==> src/rtl/mbdma_pkg.sv <==
package mbdma_pkg;
    typedef enum logic [1:0] {
        ST_IDLE  = 2'd0,
        ST_ARMED = 2'd1,
        ST_XFER  = 2'd2
    } dma_st_e;
endpackage

==> src/rtl/mbdma_sync.sv <==
// Brings one active-low handshake line onto the processor clock and
// flags its falling edge after synchronisation.
module mbdma_sync #(
    parameter int STAGES = 2
) (
    input  logic clk,
    input  logic rst_n,
    input  logic din,
    output logic q,
    output logic fell
);
    logic [STAGES-1:0] pipe;
    logic              prev;

    generate
        for (genvar i = 0; i < STAGES; i++) begin : g_stage
            if (i == 0) begin : g_first
                always_ff @(posedge clk or negedge rst_n) begin
                    if (!rst_n) pipe[0] <= 1'b1;
                    else        pipe[0] <= din;
                end
            end else begin : g_next
                always_ff @(posedge clk or negedge rst_n) begin
                    if (!rst_n) pipe[i] <= 1'b1;
                    else        pipe[i] <= pipe[i-1];
                end
            end
        end
    endgenerate

    always_ff @(posedge clk or negedge rst_n) begin
        if (!rst_n) prev <= 1'b1;
        else        prev <= pipe[STAGES-1];
    end

    assign q    = pipe[STAGES-1];
    assign fell = prev & ~pipe[STAGES-1];
endmodule

==> src/rtl/mbdma_msgcnt.sv <==
// Count of complete messages waiting in the receive buffers.
module mbdma_msgcnt #(
    parameter int MAX_MSGS = 8,
    localparam int CNT_W   = $clog2(MAX_MSGS + 1)
) (
    input  logic             clk,
    input  logic             rst_n,
    input  logic             inc,
    input  logic             dec,
    output logic [CNT_W-1:0] cnt,
    output logic [CNT_W-1:0] cnt_nxt
);
    localparam logic [CNT_W-1:0] CNT_MAX = CNT_W'(MAX_MSGS);

    always_comb begin
        cnt_nxt = cnt;
        unique case ({inc, dec})
            2'b10:   if (cnt != CNT_MAX) cnt_nxt = cnt + 1'b1;
            2'b01:   if (cnt != '0)      cnt_nxt = cnt - 1'b1;
            default: cnt_nxt = cnt;
        endcase
    end

    always_ff @(posedge clk or negedge rst_n) begin
        if (!rst_n) cnt <= '0;
        else        cnt <= cnt_nxt;
    end

    // a completion with no final pop raises the count by one
    p_cnt_up_r6: assert property (@(posedge clk) disable iff (!rst_n)
        (inc && !dec && cnt != CNT_MAX) |=> (cnt == $past(cnt) + 1'b1));

    // a final-byte pop with no completion lowers the count by one
    p_cnt_down_r6: assert property (@(posedge clk) disable iff (!rst_n)
        (dec && !inc && cnt != '0) |=> (cnt == $past(cnt) - 1'b1));
endmodule

==> src/rtl/mbdma_rd.sv <==
module mbdma_rd #(
    parameter int DATA_W    = 8,
    parameter int MAX_MSGS  = 8,
    parameter int SYNC_STG  = 2
) (
    input  logic              clk,
    input  logic              rst_n,
    input  logic              req_en,
    input  logic              dir_mode,
    input  logic              msg_done,
    input  logic [DATA_W-1:0] buf_data,
    input  logic              buf_last,
    output logic              buf_pop,
    input  logic              dma_ack_n,
    input  logic              rd_n,
    input  logic              wr_n,
    output logic              dma_req_n,
    output logic [DATA_W-1:0] bus_dout,
    output logic              bus_oe,
    output logic              irq_n,
    input  logic              irq_clr,
    output logic              err_underflow
);
    import mbdma_pkg::*;

    localparam int CNT_W = $clog2(MAX_MSGS + 1);

    logic ack_q, ack_fell;
    logic rd_q, rd_fell;
    logic wr_q, wr_fell;

    mbdma_sync #(.STAGES(SYNC_STG)) u_ack (
        .clk(clk), .rst_n(rst_n), .din(dma_ack_n), .q(ack_q), .fell(ack_fell));
    mbdma_sync #(.STAGES(SYNC_STG)) u_rd (
        .clk(clk), .rst_n(rst_n), .din(rd_n), .q(rd_q), .fell(rd_fell));
    mbdma_sync #(.STAGES(SYNC_STG)) u_wr (
        .clk(clk), .rst_n(rst_n), .din(wr_n), .q(wr_q), .fell(wr_fell));

    logic [CNT_W-1:0] msg_cnt, cnt_nxt;
    logic             have_msg;

    dma_st_e state_q, state_d;

    logic strobe_fall, strobe_low, dir_ok, hit, underflow;

    // Strobe selection: rd_n directly, or wr_n gated by the rd_n direction line
    always_comb begin
        if (dir_mode) begin
            strobe_fall = wr_fell;
            strobe_low  = ~wr_q;
            dir_ok      = rd_q;
        end else begin
            strobe_fall = rd_fell;
            strobe_low  = ~rd_q;
            dir_ok      = 1'b1;
        end
    end

    assign have_msg  = (msg_cnt != '0);
    assign hit       = (state_q == ST_XFER) && strobe_fall && dir_ok;
    assign buf_pop   = hit && have_msg;
    assign underflow = hit && !have_msg;

    mbdma_msgcnt #(.MAX_MSGS(MAX_MSGS)) u_cnt (
        .clk(clk), .rst_n(rst_n),
        .inc(msg_done), .dec(buf_pop && buf_last),
        .cnt(msg_cnt), .cnt_nxt(cnt_nxt));

    // Next-state logic
    always_comb begin
        state_d = state_q;
        unique case (state_q)
            ST_IDLE:  if (have_msg && req_en) state_d = ST_ARMED;
            ST_ARMED: begin
                if (!have_msg || !req_en) state_d = ST_IDLE;
                else if (!ack_q)          state_d = ST_XFER;
            end
            ST_XFER:  if (ack_q) state_d = (have_msg && req_en) ? ST_ARMED : ST_IDLE;
            default:  state_d = ST_IDLE;
        endcase
    end

    // State register
    always_ff @(posedge clk or negedge rst_n) begin
        if (!rst_n) state_q <= ST_IDLE;
        else        state_q <= state_d;
    end

    // Registered outputs
    always_ff @(posedge clk or negedge rst_n) begin
        if (!rst_n) begin
            dma_req_n     <= 1'b1;
            bus_dout      <= '0;
            bus_oe        <= 1'b0;
            irq_n         <= 1'b1;
            err_underflow <= 1'b0;
        end else begin
            dma_req_n <= !(req_en && (cnt_nxt != '0));
            if (buf_pop) bus_dout <= buf_data;
            bus_oe <= (state_q == ST_XFER) && !ack_q && strobe_low && dir_ok;
            if (msg_done && !req_en) irq_n <= 1'b0;
            else if (irq_clr)        irq_n <= 1'b1;
            if (underflow) err_underflow <= 1'b1;
        end
    end

    // the request is never asserted without a complete message
    p_req_needs_msg_r2: assert property (@(posedge clk) disable iff (!rst_n)
        !dma_req_n |-> (msg_cnt != '0));

    // an empty buffer set always shows the request released
    p_empty_releases_r6: assert property (@(posedge clk) disable iff (!rst_n)
        (msg_cnt == '0) |-> dma_req_n);

    // one pop per strobe edge, never two in adjacent cycles
    p_one_pop_r4: assert property (@(posedge clk) disable iff (!rst_n)
        buf_pop |=> !buf_pop);

    // the underflow flag is sticky
    p_err_sticky_r8: assert property (@(posedge clk) disable iff (!rst_n)
        err_underflow |=> err_underflow);

    // completion with requests disabled raises the interrupt
    p_irq_set_r9: assert property (@(posedge clk) disable iff (!rst_n)
        (msg_done && !req_en) |=> !irq_n);

    // the transfer state is only reached through an acknowledge
    p_xfer_after_ack_r3: assert property (@(posedge clk) disable iff (!rst_n)
        $rose(state_q == ST_XFER) |-> $past(!ack_q));

    logic unused_ok;
    assign unused_ok = ack_fell;
endmodule

==> config.mk <==
export PLATFORM = sky130hd
export DESIGN_NAME = mbdma_rd
export DESIGN_NICKNAME = d
export VERILOG_FILES = /design/src/rtl/mbdma_pkg.sv /design/src/rtl/mbdma_sync.sv /design/src/rtl/mbdma_msgcnt.sv /design/src/rtl/mbdma_rd.sv
export SDC_FILE = /design/constraint.sdc
export NUM_CORES = 1
export LEC_CHECK = 0
export BUFFER_PORTS_ARGS = -buffer_cell sky130_fd_sc_hd__buf_2
export CAP_MARGIN = 20
export CORE_UTILIZATION = 55
export DETAILED_ROUTE_END_ITERATION = 8
export GPL_ROUTABILITY_DRIVEN = 0
export PLACE_DENSITY = 0.82
export SYNTH_ARGS = -nofsm -noshare
export SYNTH_HDL_FRONTEND = slang
export SYNTH_SLANG_ARGS = --single-unit
==> constraint.sdc <==
create_clock -name clk -period 8.49 [get_ports clk]
set_input_delay 0.4245 -clock clk [delete_from_list [all_inputs] [get_ports clk]]
set_output_delay 0.4245 -clock clk [all_outputs]
set_load 0.03 [all_outputs]
**Word level (Yosys, flattened, before mapping)**

Cells that the tools add are included.

- Bits in registers: 26

- Equality and inequality tests: 8
- Bitwise operators: 4
- Add/sub/neg operators: 2
- Reduce and logical (&&, ||, !) cells: 21
- Muxes and demuxes: 14

Operators with widths:

| operator | number |
|---|---|
| 1-bit logical AND | 11 |
| 2-bit two-way mux | 4 |
| 4-bit two-way mux | 2 |
| 4-bit one-hot mux with 2 select lines | 1 |
| 4-bit nonzero test | 2 |
| 1-bit two-way mux | 6 |
| 2-bit one-hot mux with 3 select lines | 1 |
| 4-bit by 1-bit adder with 4-bit output, second input constant | 1 |
| 2-bit by 1-bit == test with 1-bit output, second input constant | 2 |
| 2-bit == test, second input constant | 2 |
| 1-bit logical NOT | 4 |
| 4-bit inequality test, second input constant | 1 |
| 4-bit by 1-bit subtractor with 4-bit output, second input constant | 1 |
| 3-bit inequality test, second input constant | 1 |
| 3-bit AND reduction | 1 |
| 1-bit AND | 2 |
| 2-bit logical NOT | 1 |
| 2-bit by 1-bit inequality test with 1-bit output, second input constant | 1 |
| 2-bit inequality test, second input constant | 1 |
| 1-bit inverter | 2 |
| 2-bit nonzero test | 1 |
| 1-bit logical OR | 1 |

**Longest topological paths before layout**

- Depth in word-level cells: 12
- Mapped depth: 13
- Depth with buffers taken out: 10

**Hierarchy**

A second synthesis with hierarchy kept.

- Cells, all modules: 103
- Area, all modules: 1,302.5 sq um

Modules (own cells, without submodules):

| module | sequential area each (sq um) | cells an instance | times used | area each (sq um) |
|---|---|---|---|---|
| mbdma_rd | 352.8 | 44 | 1 | 634.4 |
| mbdma_msgcnt | 100.1 | 47 | 1 | 390.4 |
| mbdma_sync | 78.8 | 4 | 3 | 92.6 |

**Worst setup path after synthesis**

Ideal clock, no wire load.

- Path type: reg2reg
- Start: register u_cnt.cnt[0]
- End: register dma_req_n
- Path buffers: 3
- Period minus slack after synthesis: 2.735 ns
- Arrival time: 2.637 ns
- Cell stages (with the launch flop): 14
- Setup time: 0.097 ns
- Slack: 5.755 ns
- Path through: dfrtp_1 -> buf_6 -> inv_1 -> ha_1 -> nor3b_4 -> nor3_2 -> buf_6 -> and2_1 -> ha_1 -> buf_2 -> nor4b_2 -> a21oi_1 -> and4_1 -> o41ai_2

- Cells in the longest elaborated chain, start to end: 8

Ends and longest elaborated chain:

| element | line | text |
|---|---|---|
| from (decl) | mbdma_msgcnt.sv:10 | `output logic [CNT_W-1:0] cnt,` |
| from (signal assigned) | mbdma_msgcnt.sv:26 | `else cnt <= cnt_nxt;` |
| 4-bit nonzero test (*) | mbdma_rd.sv:59 | `assign have_msg = (msg_cnt != '0);` |
| 1-bit logical AND (*) | mbdma_rd.sv:61 | `assign buf_pop = hit && have_msg;` |
| net buf_pop | mbdma_rd.sv:13 | `output logic buf_pop,` |
| 1-bit logical AND (*) | mbdma_rd.sv:66 | `.inc(msg_done), .dec(buf_pop && buf_last),` |
| 2-bit by 1-bit == test with 1-bit output or 2-bit == test (tied branches) | mbdma_msgcnt.sv:17 | `unique case ({inc, dec})` |
| 4-bit one-hot mux with 2 select lines (*) | mbdma_msgcnt.sv:17 |  |
| net cnt_nxt[0] | mbdma_rd.sv:39 | `logic [CNT_W-1:0] msg_cnt, cnt_nxt;` |
| 4-bit nonzero test (*) | mbdma_rd.sv:98 | `dma_req_n <= !(req_en && (cnt_nxt != '0));` |
| 1-bit logical AND (*) | mbdma_rd.sv:98 |  |
| 1-bit logical NOT (*) | mbdma_rd.sv:98 |  |
| to (signal assigned) | mbdma_rd.sv:98 |  |
| to (decl) | mbdma_rd.sv:17 | `output logic dma_req_n,` |

Mark *: on every way through the listed nets, which the timed path passes. The rest lies on a longest branch.
A chain may end at the register's enable or synchronous reset.

**Worst setup path after layout**

- Start: register u_cnt.cnt[0]
- End: register dma_req_n

- Cells in the longest elaborated chain, start to end: 8

Ends and longest elaborated chain:

| element | line |
|---|---|
| parallel branches: the longest is 4 deep, another holds 4-bit by 1-bit subtractor with 4-bit output | n/a |
| 4-bit one-hot mux with 2 select lines (*) | mbdma_msgcnt.sv:17 |
| net cnt_nxt[3] | mbdma_rd.sv:39 |
| 4-bit nonzero test (*) | mbdma_rd.sv:98 |
| 1-bit logical AND (*) | mbdma_rd.sv:98 |
| 1-bit logical NOT (*) | mbdma_rd.sv:98 |

Mark *: on every way through the listed nets, which the timed path passes.

==> run summary <==
STA classifies the critical path endpoint as a flop. The setup check on the worst reg-to-reg path leaves a slack of 5.02 ns. The most used flip-flop cell after synthesis is dfrtp_1.

The post-CTS setup repair buffer count came out at 0. For this design, the sink count on the clock tree is 26. In the final layout, the registers with the most flip-flops are bus_dout: 8 flops, u_cnt.cnt: 4 flops, state_q: 2 flops. Setup violations remaining at the end of the flow were counted as 0. The static power due to leakage came out at 0.713 nW. The max-capacitance violation count came out at 0. The remaining max-slew budget at the tightest pin came out at 37.0%. The share of final-layout standard cells stronger than drive strength 1 came out at 45.5%. Including well taps, the total number of placed cells is 155.

The estimated wirelength of the detail-placed design came out at 1.75 mm. The DRC violation count after routing is 0. CTS built an H-tree with a depth of 1. The via count came out at 877. Once layout is complete, the utilization of the core stands at 70.5%.

The total overflow reported by the global router is 0. The synthesized design spends more area on one cell type than any other, namely dfrtp_1. The first detailed-routing pass ran for 4 iterations.

The number of buffer cells added on primary ports is 30. The mapped cell area is 1260 sq um. The number of warnings reported in the yosys synthesis log is 0. In the final routed layout, each cell accounts on average for 14.8 um.

Summed over its instances, the top area cell type makes up 31.9% of the synthesized netlist area. The layout net count is 155. The run finished with clean final reports. The detailed router finished its first iteration with 14 violations. STA classifies the critical path startpoint as a flop. Summed over all failing endpoints, the final setup total negative slack is 0 ns.

The total I/O pin count is 31. The number of cell rows is 16. The commonest cells after synthesis are dfrtp_1 (16), dfstp_2 (10). The number of global-route vias before repair is 885. The number of library cell types mapped by synthesis is 36.

Post-CTS repair changed the size of 0 cells. The minimum clock period came out at 3.47 ns. The global-route wire length before repair came out at 4.08 mm. The overall track demand over capacity in global routing came out at 22.8%. The number of hold violations in the final report came out at 0. After synthesis the netlist holds a flip-flop and latch count of 26.

Synthesis produced 102 cells. Counting the buffers created by CTS gives 3. The worst setup path category is reg -> reg.

The synthesized net count is 124. The floorplan die height came out at 49.8 um. The initial core utilization is 60.9%.

The synthesis-to-finish area growth came out at 15.7%. The largest clock skew in the final design is 0.00406 ns. The worst-margin pin slew came out at 0.940 ns. The power density over cell area is 289 nW/um^2. The endpoint identified for the worst register-to-register timing path is dma_req_n.

Derived from the worst setup path, the maximum achievable clock frequency is 289 MHz. The share of the yosys chip area belonging to registers is 52.8%. In this run the worst hold path is classified as in -> async. TritonCTS built the clock tree. The antenna diode count came out at 0. The share of the cycle needed by the critical path after routing came out at 40.8%. The deepest clock path buffer count is 2. The number of non-filler instances in the completed layout came out at 159. In this run the clock root is driven by a clkbuf_4. The width of the die came out at 49.8 um.

The number of vias per cell came out at 5.52. The post-detailed-route count of antenna-violating nets came out at 0. Yosys attributes the largest share of cell area to dfrtp_1 (32%), dfstp_2 (21%), mux2_4 (8.4%), ha_1 (4.0%), buf_6 (2.7%). The data arrival time at the worst-slack endpoint came out at 3.73 ns. The worst register-to-register path has a depth of 10. The flip-flop count of the largest register after layout came out at 8. The async set-reset flop share out of synthesis came out at 100%.

The total wire length after detailed routing is 2.36 mm. The number of slew-limit violations in the final report is 0. The die footprint is 2480 sq um. The number of enable flip-flop cells after synthesis came out at 0. Across the VDD grid, the largest voltage drop is 0.178 mV. The per-instance average area after synthesis came out at 12.3 sq um. bus_dout holds more flip-flops than any other register. The critical register-to-register path startpoint is u_cnt.cnt[0]. The number of antenna violations at the first check in global routing came to 0.

The data required time of the critical path is 8.75 ns. The insertion delay to the later sink of the worst-skew pair came out at 0.32 ns. Setup repair after global routing left no endpoint under its margin. The maximum fanout along the worst path is 11. The pin count of the biggest net entering global routing is 27. Clock-pin slew was measured on the worst setup and hold paths at 0.13 ns. The region available for standard cell placement spans 2060 sq um. dfrtp_1 is the most common cell in the netlist. For this design, the CTS-stage hold fixing added 0 buffers.
[worst max-delay path by stage]
stage | start | endpoint | slack, ns | cells past startpoint
6_report | u_cnt.cnt[0] | dma_req_n | 5.02 | 10
5_1_grt | u_cnt.cnt[0] | dma_req_n | 4.78 | 10
4_1_cts | u_cnt.cnt[0] | dma_req_n | 5.01 | 10
3_5_place_dp | u_cnt.cnt[0] | dma_req_n | 5.06 | 10
3_3_place_gp | u_cnt.cnt[0] | dma_req_n | 5.22 | 10
2_1_floorplan | u_cnt.cnt[0] | dma_req_n | 5.76 | 13
[per-stage QoR]
| step | setup WS (ns) | power [mW] | hold WS (ns) | cell area [sq um] |
|---|---|---|---|---|
| 5_1_grt | 4.78 | 0.448 | 0.0890 | 1450 |
| 2_1_floorplan | 5.76 | 0.302 | 0.129 | 1260 |
| 3_5_place_dp | 5.06 | 0.338 | 0.349 | 1400 |
| 4_1_cts | 5.01 | 0.423 | 0.0731 | 1450 |
| 3_3_place_gp | 5.22 | 0.330 | 0.348 | 1400 |
| 6_report | 5.02 | 0.420 | 0.0606 | 1450 |
[critical path, stage by stage, from the launching register on]
cell and delay (ns):
dfrtp_1 0.52, inv_1 0.10, ha_1 0.29, nor3b_4 0.20
nor3_2 0.79, and2_1 0.24, ha_1 0.35, or3b_1 0.40
mux2_2 0.28, o311ai_2 0.10, o41ai_2 0.13
[per-layer routing]
metal | track usage, % | vias to the layer above | wire length, um
met5 | 0 | - | 0
met1 | 27.5 | 437 | 1000
met2 | 40.1 | 22 | 1250
met4 | 6.67 | 0 | 18
li1 | - | 414 | -
met3 | 5.56 | 4 | 88
[logic make-up after synthesis]
logic type	Yosys count	synth area share [%]
AO/OA/AOI/OAI	16	9.46
adder cells (fa/ha/maj)	4	3.98
buffers and inverters	11	5.18
flip-flops	26	52.8
multiplexers	11	11.8
AND/OR/NAND/NOR	34	16.8
[cell type report]
class / instances / area (sq um)
Clock inverter: 1 / 30.0
Multi-Input combinational cell: 65 / 528
Sequential cell: 26 / 663
Clock buffer: 3 / 22.5
Tap cell: 27 / 33.8
Inverter: 7 / 26.3
Timing Repair Buffer: 30 / 150
Fill cell: 147 / 608
[placed cells by master, fill, tap and decap left out, types with 2 or more instances in the layout]
cell type and instances:
buf_2 30, dfrtp_1 16, dfstp_2 10, nor2_1 7, inv_1 7, nand2_1 7, mux2_4 7, a21oi_1 4
ha_1 4, nor2b_1 3, nor3_1 3, a31oi_1 3, o31ai_1 3, clkbuf_4 3, mux2i_1 2, mux2_2 2
[report_power, final]
group          internal [mW]  switching (mW)  total [mW]
sequential             0.153          0.0238       0.177
combinational         0.0698          0.0913       0.161
clock                 0.0478          0.0349      0.0827
Note: power is estimated with default switching activity, not from simulation.
